===== config.mk =====
export PLATFORM = sky130hd
export DESIGN_NAME = refresh_sched
export DESIGN_NICKNAME = d
export VERILOG_FILES = /design/src/rtl/refresh_pkg.sv /design/src/rtl/refi_timer.sv /design/src/rtl/refresh_debt.sv /design/src/rtl/trfc_guard.sv /design/src/rtl/refresh_row_ctr.sv /design/src/rtl/refresh_sched.sv
export SDC_FILE = /design/constraint.sdc
export NUM_CORES = 1
export LEC_CHECK = 0
export CAP_MARGIN = 20
export CORE_MARGIN = 2
export CORE_UTILIZATION = 50
export CTS_BUF_LIST = sky130_fd_sc_hd__clkbuf_16
export CTS_CLUSTER_DIAMETER = 120
export DETAILED_ROUTE_END_ITERATION = 16
export GPL_ROUTABILITY_DRIVEN = 0
export PLACE_DENSITY = 0.81
export SYNTH_ARGS = -nofsm -noshare
export SYNTH_HDL_FRONTEND = slang
export SYNTH_HIERARCHICAL = 1
export SYNTH_SLANG_ARGS = --single-unit

===== constraint.sdc =====
create_clock -name clk -period 2.6 [get_ports clk]
set_input_delay 0.52 -clock clk [delete_from_list [all_inputs] [get_ports clk]]
set_output_delay 0.52 -clock clk [all_outputs]
set_load 0.02 [all_outputs]

===== src/rtl/refresh_pkg.sv =====
package refresh_pkg;
  function automatic int unsigned width_for(input int unsigned n);
    return (n < 2) ? 1 : $clog2(n);
  endfunction
endpackage


===== src/rtl/refi_timer.sv =====
module refi_timer
  import refresh_pkg::*;
#(
  parameter int unsigned INTERVAL_CYC = 1560
) (
  input  logic clk,
  input  logic rst,
  input  logic reload_i,
  output logic expire_o
);
  localparam int unsigned TW = width_for(INTERVAL_CYC);
  localparam logic [TW-1:0] TOP = TW'(INTERVAL_CYC - 1);

  logic [TW-1:0] cnt_q;

  assign expire_o = (cnt_q == '0) && !reload_i;

  always_ff @(posedge clk) begin
    if (rst)                          cnt_q <= TOP;
    else if (reload_i || cnt_q == '0) cnt_q <= TOP;
    else                              cnt_q <= cnt_q - 1'b1;
  end
endmodule


===== src/rtl/refresh_debt.sv =====
module refresh_debt
  import refresh_pkg::*;
#(
  parameter int unsigned MAX_DEBT = 8
) (
  input  logic clk,
  input  logic rst,
  input  logic expire_i,
  input  logic issue_i,
  output logic req_o
);
  localparam int unsigned DW = width_for(MAX_DEBT + 1);
  localparam logic [DW-1:0] CAP = DW'(MAX_DEBT);

  logic [DW-1:0] owed_q, owed_d;

  always_comb begin
    owed_d = owed_q;
    if (issue_i && owed_d != '0)     owed_d = owed_d - 1'b1;
    if (expire_i && owed_d != CAP)   owed_d = owed_d + 1'b1;
  end

  always_ff @(posedge clk) begin
    if (rst) begin
      owed_q <= '0;
      req_o  <= 1'b0;
    end else begin
      owed_q <= owed_d;
      req_o  <= (owed_d != '0);
    end
  end
endmodule


===== src/rtl/trfc_guard.sv =====
module trfc_guard
  import refresh_pkg::*;
#(
  parameter int unsigned TRFC_CYC = 15
) (
  input  logic clk,
  input  logic rst,
  input  logic issue_i,
  output logic cmd_o,
  output logic busy_o
);
  localparam int unsigned BW = width_for(TRFC_CYC);
  localparam logic [BW-1:0] LAST = BW'(TRFC_CYC - 1);

  logic [BW-1:0] left_q;

  always_ff @(posedge clk) begin
    if (rst) begin
      cmd_o  <= 1'b0;
      busy_o <= 1'b0;
      left_q <= '0;
    end else begin
      cmd_o <= issue_i;
      if (issue_i) begin
        busy_o <= 1'b1;
        left_q <= LAST;
      end else if (busy_o) begin
        if (left_q != '0) left_q <= left_q - 1'b1;
        else              busy_o <= 1'b0;
      end
    end
  end
endmodule


===== src/rtl/refresh_row_ctr.sv =====
module refresh_row_ctr
  import refresh_pkg::*;
#(
  parameter int unsigned ROWS = 8192
) (
  input  logic                       clk,
  input  logic                       rst,
  input  logic                       step_i,
  output logic [width_for(ROWS)-1:0] row_o
);
  localparam int unsigned RW = width_for(ROWS);
  localparam logic [RW-1:0] LAST = RW'(ROWS - 1);

  always_ff @(posedge clk) begin
    if (rst)                 row_o <= '0;
    else if (step_i) begin
      if (row_o == LAST)     row_o <= '0;
      else                   row_o <= row_o + 1'b1;
    end
  end
endmodule


===== src/rtl/refresh_sched.sv =====
module refresh_sched
  import refresh_pkg::*;
#(
  parameter int unsigned INTERVAL_CYC = 1560,
  parameter int unsigned TRFC_CYC     = 15,
  parameter int unsigned ROWS         = 8192,
  parameter int unsigned MAX_DEBT     = 8
) (
  input  logic                       clk,
  input  logic                       rst,
  input  logic                       banks_idle_i,
  input  logic                       grant_i,
  output logic                       ref_req_o,
  output logic                       ref_cmd_o,
  output logic                       busy_o,
  output logic [width_for(ROWS)-1:0] ref_row_o
);
  logic issue;
  logic expire;

  assign issue = ref_req_o && banks_idle_i && grant_i && !busy_o;

  refi_timer #(.INTERVAL_CYC(INTERVAL_CYC)) u_timer (
    .clk(clk), .rst(rst), .reload_i(issue), .expire_o(expire)
  );

  refresh_debt #(.MAX_DEBT(MAX_DEBT)) u_debt (
    .clk(clk), .rst(rst), .expire_i(expire), .issue_i(issue), .req_o(ref_req_o)
  );

  trfc_guard #(.TRFC_CYC(TRFC_CYC)) u_guard (
    .clk(clk), .rst(rst), .issue_i(issue), .cmd_o(ref_cmd_o), .busy_o(busy_o)
  );

  refresh_row_ctr #(.ROWS(ROWS)) u_row (
    .clk(clk), .rst(rst), .step_i(ref_cmd_o), .row_o(ref_row_o)
  );
endmodule


==> results.txt, run 1 <==
The run finished with clean final reports. The run gives 4 as the length of the first detailed-routing pass in iterations. For the headroom to the max-slew limit, the log shows 0.6755.

Clock transition at the registers of the reported paths: 0.05 ns. The logs give 402.5 MHz for the fmax and 0 for the residual antenna-violating net count after detailed routing. Total power for the finished layout comes to 0.001349 W. The tools report the final instance area as 0.002479 sq mm.

For the worst flop-to-flop path, the logic depth is 5. The pin slew with the least headroom to its limit works out to 0.4852 ns. The largest net degree at the start of global routing is 14. Counting flops and latches in the post-synthesis netlist gives 35. The static leakage was 0.9765 nW.

The tools report the setup slack of the most critical reg-to-reg path as 0.12 ns. The power per cell area was 544.4 mW/mm^2; the placed standard-cell area was 0.002225 sq mm. Data on the critical path is required at its endpoint by 2.77 ns. Total count of hold-check failures in the final report: 0. The via count of the first global-routing pass is 1549, and the worst-case clock buffer depth is 2. The standard-cell row count is 22, and the fraction of layout cells with a size suffix above 1 is 0.2008. The critical path in this run is classified as reg -> reg. The initial standard-cell utilization of the core is 0.5135, and the clock latency reported for the late side of the worst-skew pair is 0.28 ns. In this run the critical register-to-register path is launched from u_timer/cnt_q[4]$_SDFF_PP1_.

The share of synthesized flip-flops with an asynchronous set or reset is 0. In this run, synthesis inferred 0 flip-flops with an integrated enable. By area the synthesized netlist is led by dfxtp_1 (38%), ha_1 (5.4%), nor2_1 (5.3%), xor2_1 (5.2%), nand2_1 (4.1%). The number of nets in the synthesized netlist is 222. The endpoint kind of the worst setup timing path was a flop. The first global-routing pass estimated 6417 um of wire.

Setup repair after global routing left no endpoint under its margin. The root buffer cell chosen for the clock tree is clkbuf_16. The worst clock skew on the final layout is 0.006234 ns.

Counting I/O delays and the setup requirement, the final critical path takes 2.485 ns. The tools report the count of unique library cells instantiated by Yosys as 52. In this run the vertical extent of the chip is 64.86 um. The detailed-route vias per instance works out to 5.430. Leading area contributor after synthesis: dfxtp_1. The critical path starts at u_timer/cnt_q[4]$_SDFF_PP1_. The data arrival time of the critical path is 2.65 ns, and the leftover overflow at the end of global routing is 0.

The I/O pin count was 20; the number of warnings reported in the yosys synthesis log was 6. The detailed router placed 1640 vias in this run. The run gives 0.1997 as the overall track demand over capacity in global routing. The layout-stage area growth over the synthesis result came out at 33.85%. The cell area that synthesis handed to floorplanning was 0.001852 sq mm. In the synthesized netlist the dominant register cell turns out to be dfxtp_1. For the sequential area share after synthesis, the log shows 0.3784. The most common cell in the synthesized netlist is dfxtp_1.

The logs give 0 for the number of failing setup endpoints in the final timing report and 3795 um for the total wire length. In this run the tool buffered the top-level ports with 19 buffer cells. The commonest cells after synthesis are dfxtp_1 (35), nor2_1 (26), nand2_1 (20), inv_1 (12). The run gives 0 as the cts-stage hold buffer count. 0 antenna diodes ended up in the layout.

The type of the worst min-delay path is reg -> reg. The routed length per placed instance is 12.57 um. The cell count after placement is 293, and the maximum level of the CTS H-tree is 2.

The share of the clock period used by the worst path after layout is 0.9556, and the number of clock buffers inserted by TritonCTS is 5. The average cell area after synthesis is 8.818 sq um. Across the VDD grid, the largest voltage drop is 0.0004870 V. The worst setup path is launched from a flop. TritonCTS built the clock tree.

The final cell count without fillers is 302, and the placeable core region is 0.003606 sq mm. The logs give 265 for the net count reported at finish and 64 for the count of routing violations after the opening detailed-route iteration. The initial antenna violation count is 0.

For this design, the sink count on the clock tree is 35. The maximum fanout along the worst path is 6, and the number of max-capacitance violations reported is 0. Synthesis produced a netlist whose cell count is 210. The HPWL after detailed placement is 2744 um. The area share of the largest cell type after synthesis is 0.3784, and the horizontal die dimension is 64.86 um. In this run the most critical hold path is launched from u_timer/cnt_q[0]$_SDFF_PP1_.

The number of max-slew violations in the final report came out at 0. The hold-critical path depth works out to 1. The die covers 0.004206 sq mm.

For this run, design rule violations remaining after detail routing come to 0.
state kept, by name, summed over array words and instances (netlist names):
| signal | cells |
|---|---|
| u_row/row_o | 13 |
| u_timer/cnt_q | 11 |
| u_debt/owed_q | 4 |
| u_guard/left_q | 4 |
| u_debt/req_o | 1 |
| u_guard/busy_o | 1 |
| u_guard/cmd_o | 1 |
cell type report:
class,count,area (sq um)
Clock buffer,5,125.1
Clock inverter,3,63.81
Fill cell,280,1127
Inverter,12,45.04
Multi-Input combinational cell,161,1142
Sequential cell,35,700.7
Tap cell,48,60.06
Timing Repair Buffer,38,341.6
per-layer routing:
layer  global-route usage  wire (um)  vias to the layer above
met5                    0          0                        -
met4              0.08777         78                        0
met3              0.08333        145                        7
met2               0.3479       1798                       37
met1               0.2088       1772                      756
li1                     -          -                      840
power breakdown:
part           internal [W]  switching [W]
registers          0.000542     0.00000649
clock network      0.000545       0.000219
logic             0.0000161      0.0000203
total               0.00110       0.000246
cell usage in the layout (no fill, tap or decap), types with 3 or more instances in the layout:
master | netlist | layout
o21ai_0 | 7 | 5
nor3_1 | 7 | 6
or3_1 | 5 | 5
and4_1 | 3 | 3
or2_2 | 3 | 3
a21oi_1 | 11 | 11
buf_4 | 1 | 18
nor2_1 | 26 | 26
dfxtp_1 | 35 | 35
nand3_1 | 5 | 5
clkdlybuf4s50_1 | 0 | 17
inv_1 | 12 | 13
xnor2_1 | 5 | 4
xor2_1 | 11 | 11
ha_1 | 8 | 7
clkbuf_16 | 0 | 5
nand4_1 | 4 | 4
and3_1 | 3 | 3
nand2_1 | 20 | 20
worst paths after layout:
kind                                      end
setup / recovery      u_debt/req_o$_SDFF_PP0_
hold / removal    u_timer/cnt_q[0]$_SDFF_PP1_
setup reg to reg      u_debt/req_o$_SDFF_PP0_
hold reg to reg   u_timer/cnt_q[0]$_SDFF_PP1_
logic make-up after synthesis:
family,Yosys count,share of synthesized area
AOI/OAI and AO/OA,37,0.1453
and+or+nand+nor,96,0.2912
muxes,4,0.02432
adders and majority gates,8,0.05406
DFF,35,0.3784
buffers and inverters,14,0.03108
xor gates and xnor gates,16,0.07567
stage by stage:
| stage | hold slack [ns] | TNS, ns | setup slack, ns | util |
|---|---|---|---|---|
| 6_report | 0.4066 | 0 | 0.1154 | 0.6874 |
| 5_1_grt | 0.4254 | 0 | 0.008826 | 0.6874 |
| 4_1_cts | 0.4078 | 0 | 0.01808 | 0.6711 |
| 3_5_place_dp | 0.3955 | -0.7681 | -0.3096 | 0.6169 |
| 3_3_place_gp | 0.3881 | -0.5819 | -0.2244 | 0.6169 |
| 2_1_floorplan | 0.3785 | 0 | 0.04999 | - |
worst max-delay path, stage by stage (launching register included):
cell and delay [ns]:
dfxtp_1 0.37, or4_1 0.61, nor4_1 0.39, nand2_1 0.13, or4b_1 0.52, a221o_1 0.35
timing repair:
item / in CTS / in global routing
setup buffers: 0 / 1
endpoints found under the setup margin: 1 / 3
resized for setup: 2 / 13
pin swaps: 0 / 5
Power figures use the tool's default switching activity.
==> run 2: changes to the inputs <==
--- a/config.mk
+++ b/config.mk
@@ -6,6 +6,7 @@
 export NUM_CORES = 1
 export LEC_CHECK = 0
 export CAP_MARGIN = 20
+export CORE_ASPECT_RATIO = 1.2
 export CORE_MARGIN = 2
 export CORE_UTILIZATION = 50
 export CTS_BUF_LIST = sky130_fd_sc_hd__clkbuf_16
@@ -13,6 +14,7 @@
 export DETAILED_ROUTE_END_ITERATION = 16
 export GPL_ROUTABILITY_DRIVEN = 0
 export PLACE_DENSITY = 0.81
+export SKIP_CTS_REPAIR_TIMING = 1
 export SYNTH_ARGS = -nofsm -noshare
 export SYNTH_HDL_FRONTEND = slang
 export SYNTH_HIERARCHICAL = 1
==> results.txt, run 2 (synthesis gave the netlist of run 1 again) <==
Endpoint of the most critical setup path: u_debt/req_o$_SDFF_PP0_. Layout-stage area growth over the synthesis result: 34.66%. Endpoint kind of the worst setup timing path: a flop.

Fraction of layout cells with a size suffix above 1: 0.2344 (+0.03359). The post-place setup slack came out at -0.3285 ns (-0.01885 ns). The routed length per placed instance is 13.99 um (+11%).

The clock transition at the registers of the reported paths is 0.06 ns (about the same). The run gives 4127 um (+8.7%) as the total wire length. u_row/row_o holds more flip-flops than any other register. The setup slack of the most critical reg-to-reg path was 0.13 ns (about the same).

The via count of the first global-routing pass was 1599 (+3.2%). Number of port buffers: 19 (unchanged). The number of max-capacitance violations reported is 0 (unchanged).

On the critical path, the stage with the largest delay is an instance of or4b_4. The area of the die came out at 0.004208 sq mm (about the same). The horizontal die dimension was 59.56 um (-8.2%). Setup repair after global routing could not meet its margin everywhere. The tools report the count of clock tree sinks as 35 (unchanged). The total count of hold-check failures in the final report came out at 0 (unchanged). The number of max-slew violations in the final report is 0 (unchanged).

The fmax was 390.6 MHz (-3.0%). The static leakage is 0.9602 nW (-1.7%), and the placeable core region is 0.003603 sq mm (about the same). Among cell families on the critical path, the largest total delay comes from simple AND/OR/NAND/NOR gates. The tools report the clock root buffer master as clkbuf_16. The I/O pin count came out at 20 (unchanged).

The logs give 0.033 (+0.006) for the proportion of power drawn by combinational gates and 0 (unchanged) for the post-route DRC violation count. The cell count of the worst reg-to-reg path came out at 10 (+5). End of the worst register-to-register path: u_debt/req_o$_SDFF_PP0_. The net switching power of the design is 0.0002490 W (+1.4%). Tracing the worst setup path back leads to its startpoint at grant_i. The logs give 0.6425 (-0.03303) for the headroom to the max-slew limit and 2 (unchanged) for the maximum level of the CTS H-tree. The tools report the standard-cell row count as 24 (+9.1%). The worst setup path is launched from a primary input.

The required time of the critical path was 2.76 ns (about the same). The switching share of power is 0.1974 (+0.01533), and the internal portion of total power is 0.001012 W (-8.3%). In this run the worst hold path is classified as reg -> reg. The power after layout was 0.001261 W (-6.5%).

The die span in y works out to 70.67 um (+9.0%). In this run the critical register-to-register path is launched from u_debt/owed_q[0]$_SDFF_PP0_. For the largest net degree at the start of global routing, the log shows 16 (+2).

The run gives 6630 um (+3.3%) as the global-route wire length before repair. The run gives 0.533 (-0.033) as the portion of total power attributed to the clock network. Share of the clock period used by the worst path after layout: 0.9847 (+0.02911).

The count of antenna diodes in the layout came out at 0 (unchanged). TritonCTS built the clock tree. The number of clock buffers inserted by TritonCTS is 5 (unchanged).

The time the final worst path needs with I/O delays and setup works out to 2.560 ns (+0.07570 ns). The pin slew with the least headroom to its limit works out to 0.5346 ns (+0.04939 ns). The library cells used most frequently in the layout, excluding fill and tap cells, are dfxtp_1 (35), nor2_1 (26), buf_4 (21). The detailed-route via count is 1654 (+0.85%), and the number of failing setup endpoints in the final timing report is 0 (unchanged).

Clock latency reported for the late side of the worst-skew pair: 0.28 ns (about the same). The residual antenna-violating net count after detailed routing was 0 (unchanged). The HPWL after detailed placement came out at 2862 um (+4.3%). The overall track demand over capacity in global routing came out at 0.2026 (+0.002862). The logs give 0 (unchanged) for the leftover overflow at the end of global routing and 286 (-2.4%) for the cell count after placement. The logs give 2.72 ns (+0.07 ns) for the data arrival time of the critical path and 0 (unchanged) for the initial antenna violation count. The utilization of the core after routing was 0.6920 (+0.004644); the peak ir drop on the vdd network was 0.0003384 V (-31%). The flow ran to the end, and the final reports show no timing, DRC or antenna violations. The maximum fanout along the worst path works out to 5 (-1).

The library cell used most frequently in the layout, excluding fill and tap cells, is dfxtp_1. The detailed-route vias per instance works out to 5.607 (+3.2%). The critical path is of the in -> reg type. The flip-flop count of the largest register, all copies and words added was 13 (unchanged); the worst-case clock buffer depth was 2 (unchanged). The length of the first detailed-routing pass in iterations was 4 (unchanged); the count of routing violations after the opening detailed-route iteration was 83 (+30%).

The run gives 0.434 (+0.027) as the sequential group share of total power. The startpoint of the worst hold path is u_timer/cnt_q[0]$_SDFF_PP1_. The final worst-path setup slack was 0.03973 ns (-0.07570 ns); the power per cell area was 505.9 mW/mm^2 (-7.1%). The depth of the critical timing path with buffers and inverters included was 9 (+4). The worst clock skew on the final layout is 0.003845 ns (-0.002389 ns), and the final cell count without fillers is 295 (-2.3%).

The number of buffer and inverter instances along the worst setup path came out at 2 (+2). The initial standard-cell utilization of the core was 0.5139 (about the same). Walking the worst path, the cells encountered are clkdlybuf4s50_1 -> and4b_2 -> nand2b_4 -> xnor2_4 -> inv_1 -> ha_2 -> nand2_1 -> or4b_4 -> a221o_1.

The run gives 267 (+0.75%) as the net count reported at finish. The largest registers in the layout are u_row/row_o: 13 flops, u_timer/cnt_q: 11 flops. Biggest cell delay along the critical path: 0.53 ns (-0.08 ns).
-- run 2: worst min-delay path by stage --
stage,to,slack (ns),cells past startpoint
6_report,u_timer/cnt_q[0]$_SDFF_PP1_,0.40,1
5_1_grt,u_timer/cnt_q[0]$_SDFF_PP1_,0.42,1
4_1_cts,u_timer/cnt_q[0]$_SDFF_PP1_,0.41,1
3_5_place_dp,u_timer/cnt_q[0]$_SDFF_PP1_,0.39,1
3_3_place_gp,u_timer/cnt_q[0]$_SDFF_PP1_,0.39,1
2_1_floorplan,u_timer/cnt_q[0]$_SDFF_PP1_,0.38,1
-- run 2: through the flow --
step | hold WS, ns | setup TNS (ns) | area [sq um]
final | 0.4048 | 0 | 2494
after detailed placement | 0.3943 | -0.7995 | 2228
after floorplan | 0.3785 | 0 | 1852
after global placement | 0.3896 | -0.5644 | 2228
after CTS | 0.4075 | -0.07077 | 2397
after global routing | 0.4185 | -0.04545 | 2494
-- run 2: layout make-up --
class	count	area (sq um)
Timing Repair Buffer	40	347.8
Inverter	12	45.04
Clock inverter	3	43.79
Tap cell	39	48.80
Sequential cell	35	700.7
Fill cell	266	1110
Clock buffer	5	125.1
Multi-Input combinational cell	161	1182
-- run 2: worst reg2reg max path, stage by stage (launching register included) --
cell and delay, ns:
dfxtp_1 0.31, inv_2 0.10, ha_2 0.22, nor3b_4 0.25, nand2b_4 0.21, xnor2_4 0.09
inv_1 0.06, ha_2 0.18, nand2_1 0.09, or4b_4 0.53, a221o_1 0.31
-- run 2: power groups by stage --
stage,clock (W),combinational (W),sequential [W]
after CTS,0.000685,0.0000414,0.000547
after floorplan,0,0.0000222,0.000559
final,0.000673,0.0000416,0.000547
after detailed placement,0,0.0000412,0.000559
after global placement,0,0.0000402,0.000558
after global routing,0.000714,0.0000466,0.000547
-- run 2: metal layers --
metal	GRT usage	routed length, um
met5	0	0
met3	0.05850	102
met4	0.09383	70
met2	0.3492	2210
met1	0.2235	1743
==> run 3: changes to the inputs <==
--- a/config.mk
+++ b/config.mk
@@ -13,7 +13,7 @@
 export CTS_CLUSTER_DIAMETER = 120
 export DETAILED_ROUTE_END_ITERATION = 16
 export GPL_ROUTABILITY_DRIVEN = 0
-export PLACE_DENSITY = 0.81
+export PLACE_DENSITY = 0.75
 export SKIP_CTS_REPAIR_TIMING = 1
 export SYNTH_ARGS = -nofsm -noshare
 export SYNTH_HDL_FRONTEND = slang
==> results.txt, run 3 (synthesis gave the netlist of run 1 again) <==
The run finished with clean final reports. The count of routing violations after the opening detailed-route iteration was 71 (-14%). The cell count after placement was 287 (+0.35%); the horizontal die dimension was 59.56 um (unchanged).

For the initial standard-cell utilization of the core, the log shows 0.5139 (unchanged). In the layout the commonest cells are dfxtp_1 (35), nor2_1 (26), buf_4 (23). The residual antenna-violating net count after detailed routing is 0 (unchanged). The tree is rooted in a clkbuf_16.

Headroom to the max-slew limit: 0.6700 (+0.02755). The largest registers in the layout are u_row/row_o: 13 flops, u_timer/cnt_q: 11 flops. For the leftover overflow at the end of global routing, the log shows 0 (unchanged).

Walking the worst path, the cells encountered are inv_1 -> ha_4 -> nor3b_4 -> nand2b_4 -> xnor2_2 -> inv_1 -> ha_1 -> nand2_1 -> or4b_1 -> a221o_1. Standard-cell row count: 24 (unchanged). Maximum level of the CTS H-tree: 2 (unchanged). For the detailed-route via count, the log shows 1679 (+1.5%). The tools report the endpoint kind of the worst setup timing path as a flop.

The tools report the worst-case clock buffer depth as 2 (unchanged). The area of the die was 0.004208 sq mm (unchanged); the length of the first detailed-routing pass in iterations was 4 (unchanged). The logs give 0.28 ns (about the same) for the clock latency reported for the late side of the worst-skew pair and 2805 um (-2.0%) for the HPWL after detailed placement. The cell family contributing the most delay on the critical path is simple AND/OR/NAND/NOR gates. The final cell count without fillers came out at 297 (+0.68%). TritonCTS built the clock tree.

The total wire length was 4044 um (-2.0%). Initial antenna violation count: 0 (unchanged). Maximum fanout along the worst path: 4 (-1). The static leakage was 0.9817 nW (+2.2%). The I/O pin count is 20 (unchanged), and the number of max-capacitance violations reported is 0 (unchanged). The time the final worst path needs with I/O delays and setup is 2.460 ns (-0.1002 ns). The run gives 406.5 MHz (+4.1%) as the fmax.

The number of port buffers was 19 (unchanged). The critical path is of the reg -> reg type. The min-delay analysis places its worst path in the category reg -> reg. The run gives 0 (unchanged) as the number of failing setup endpoints in the final timing report. Kind of start point of the critical path: a flop. For the count of clock tree sinks, the log shows 35 (unchanged).

The largest net degree at the start of global routing came out at 14 (-2). The post-route DRC violation count is 0 (unchanged). The flip-flop count of the largest register, all copies and words added works out to 13 (unchanged).

The required time of the critical path is 2.76 ns (about the same). The die span in y is 70.67 um (unchanged). The most common cell after layout, fill and taps aside is dfxtp_1. The routed length per placed instance is 13.62 um (-2.7%), and the via count of the first global-routing pass is 1602 (+0.19%). From synthesis to final layout, the design area changed by 33.78%. The clock transition at the registers of the reported paths was 0.06 ns (about the same); the number of max-slew violations in the final report was 0 (unchanged). The peak ir drop on the vdd network is 0.0002523 V (-25%).

The detailed-route vias per instance came out at 5.653 (+0.83%). The number of buffer and inverter instances along the worst setup path came out at 2 (unchanged). The net count reported at finish came out at 269 (+0.75%).

The pin slew with the least headroom to its limit came out at 0.4934 ns (-0.04120 ns). The run gives 0 ns (unchanged) as the setup TNS. Total count of hold-check failures in the final report: 0 (unchanged).

For the overall track demand over capacity in global routing, the log shows 0.2078 (+0.005214). The data arrival time of the critical path is 2.62 ns (-0.10 ns), and the global-route wire length before repair is 6727 um (+1.5%). The power per cell area was 466.4 mW/mm^2 (-7.8%); the biggest cell delay along the critical path was 0.52 ns (about the same). The register with the most flip-flops in the final layout is u_row/row_o.

Slowest cell on the critical path: or4b_1. Count of antenna diodes in the layout: 0 (unchanged). Most used cell along the critical path: inv_1. The tools report the worst clock skew on the final layout as 0.003559 ns (-0.0002861 ns).

The fraction of layout cells with a size suffix above 1 came out at 0.2209 (-0.01344). The placeable core region came out at 0.003603 sq mm (unchanged). Share of the clock period used by the worst path after layout: 0.9462 (-0.03853). The tools report the number of clock buffers inserted by TritonCTS as 5 (unchanged).
[run 3: layout make-up]
type	count	area, sq um
Multi-Input combinational cell	161	1174
Fill cell	284	1126
Sequential cell	35	700.7
Timing Repair Buffer	42	367.9
Clock buffer	5	125.1
Tap cell	39	48.80
Inverter	12	45.04
Clock inverter	3	16.27
[run 3: where the power goes]
| part | internal, W | switching (W) |
|---|---|---|
| logic | 0.0000186 | 0.0000224 |
| clock network | 0.000349 | 0.000218 |
| registers | 0.000542 | 0.00000498 |
[run 3: worst reg2reg max path: stages, from the launching register on]
cell,delay (ns)
dfxtp_1,0.30
inv_1,0.14
ha_4,0.18
nor3b_4,0.25
nand2b_4,0.21
xnor2_2,0.10
inv_1,0.07
ha_1,0.16
nand2_1,0.07
or4b_1,0.52
a221o_1,0.35
[run 3: metal layers]
| layer | track usage | vias up | wire, um |
|---|---|---|---|
| met5 | 0 | - | 0 |
| met4 | 0.08642 | 0 | 106 |
| met3 | 0.06581 | 11 | 144 |
| met2 | 0.3504 | 32 | 2085 |
| met1 | 0.2374 | 791 | 1707 |
| li1 | - | 845 | - |
[run 3: per-stage QoR]
step	instance area [sq um]	power, W	hold slack (ns)	setup WS (ns)	util
global route	2477	0.001194	0.4342	-0.003960	0.6875
finish	2477	0.001155	0.3997	0.1399	0.6875
floorplan	1852	0.0005811	0.3785	0.04999	-
global placement	2236	0.0005985	0.3879	-0.2256	0.6205
detailed placement	2236	0.0006000	0.3922	-0.3003	0.6205
CTS	2377	0.001170	0.4042	-0.04189	0.6597
[run 3: final timing paths]
| kind | startpoint | slack (ns) | cells past startpoint | end |
|---|---|---|---|---|
| max reg2reg | u_debt/owed_q[0]$_SDFF_PP0_ | 0.14 | 10 | u_debt/req_o$_SDFF_PP0_ |
| min reg2reg | u_timer/cnt_q[0]$_SDFF_PP1_ | 0.40 | 1 | u_timer/cnt_q[0]$_SDFF_PP1_ |
| max | u_debt/owed_q[0]$_SDFF_PP0_ | 0.14 | 10 | u_debt/req_o$_SDFF_PP0_ |
| min | u_timer/cnt_q[0]$_SDFF_PP1_ | 0.40 | 1 | u_timer/cnt_q[0]$_SDFF_PP1_ |
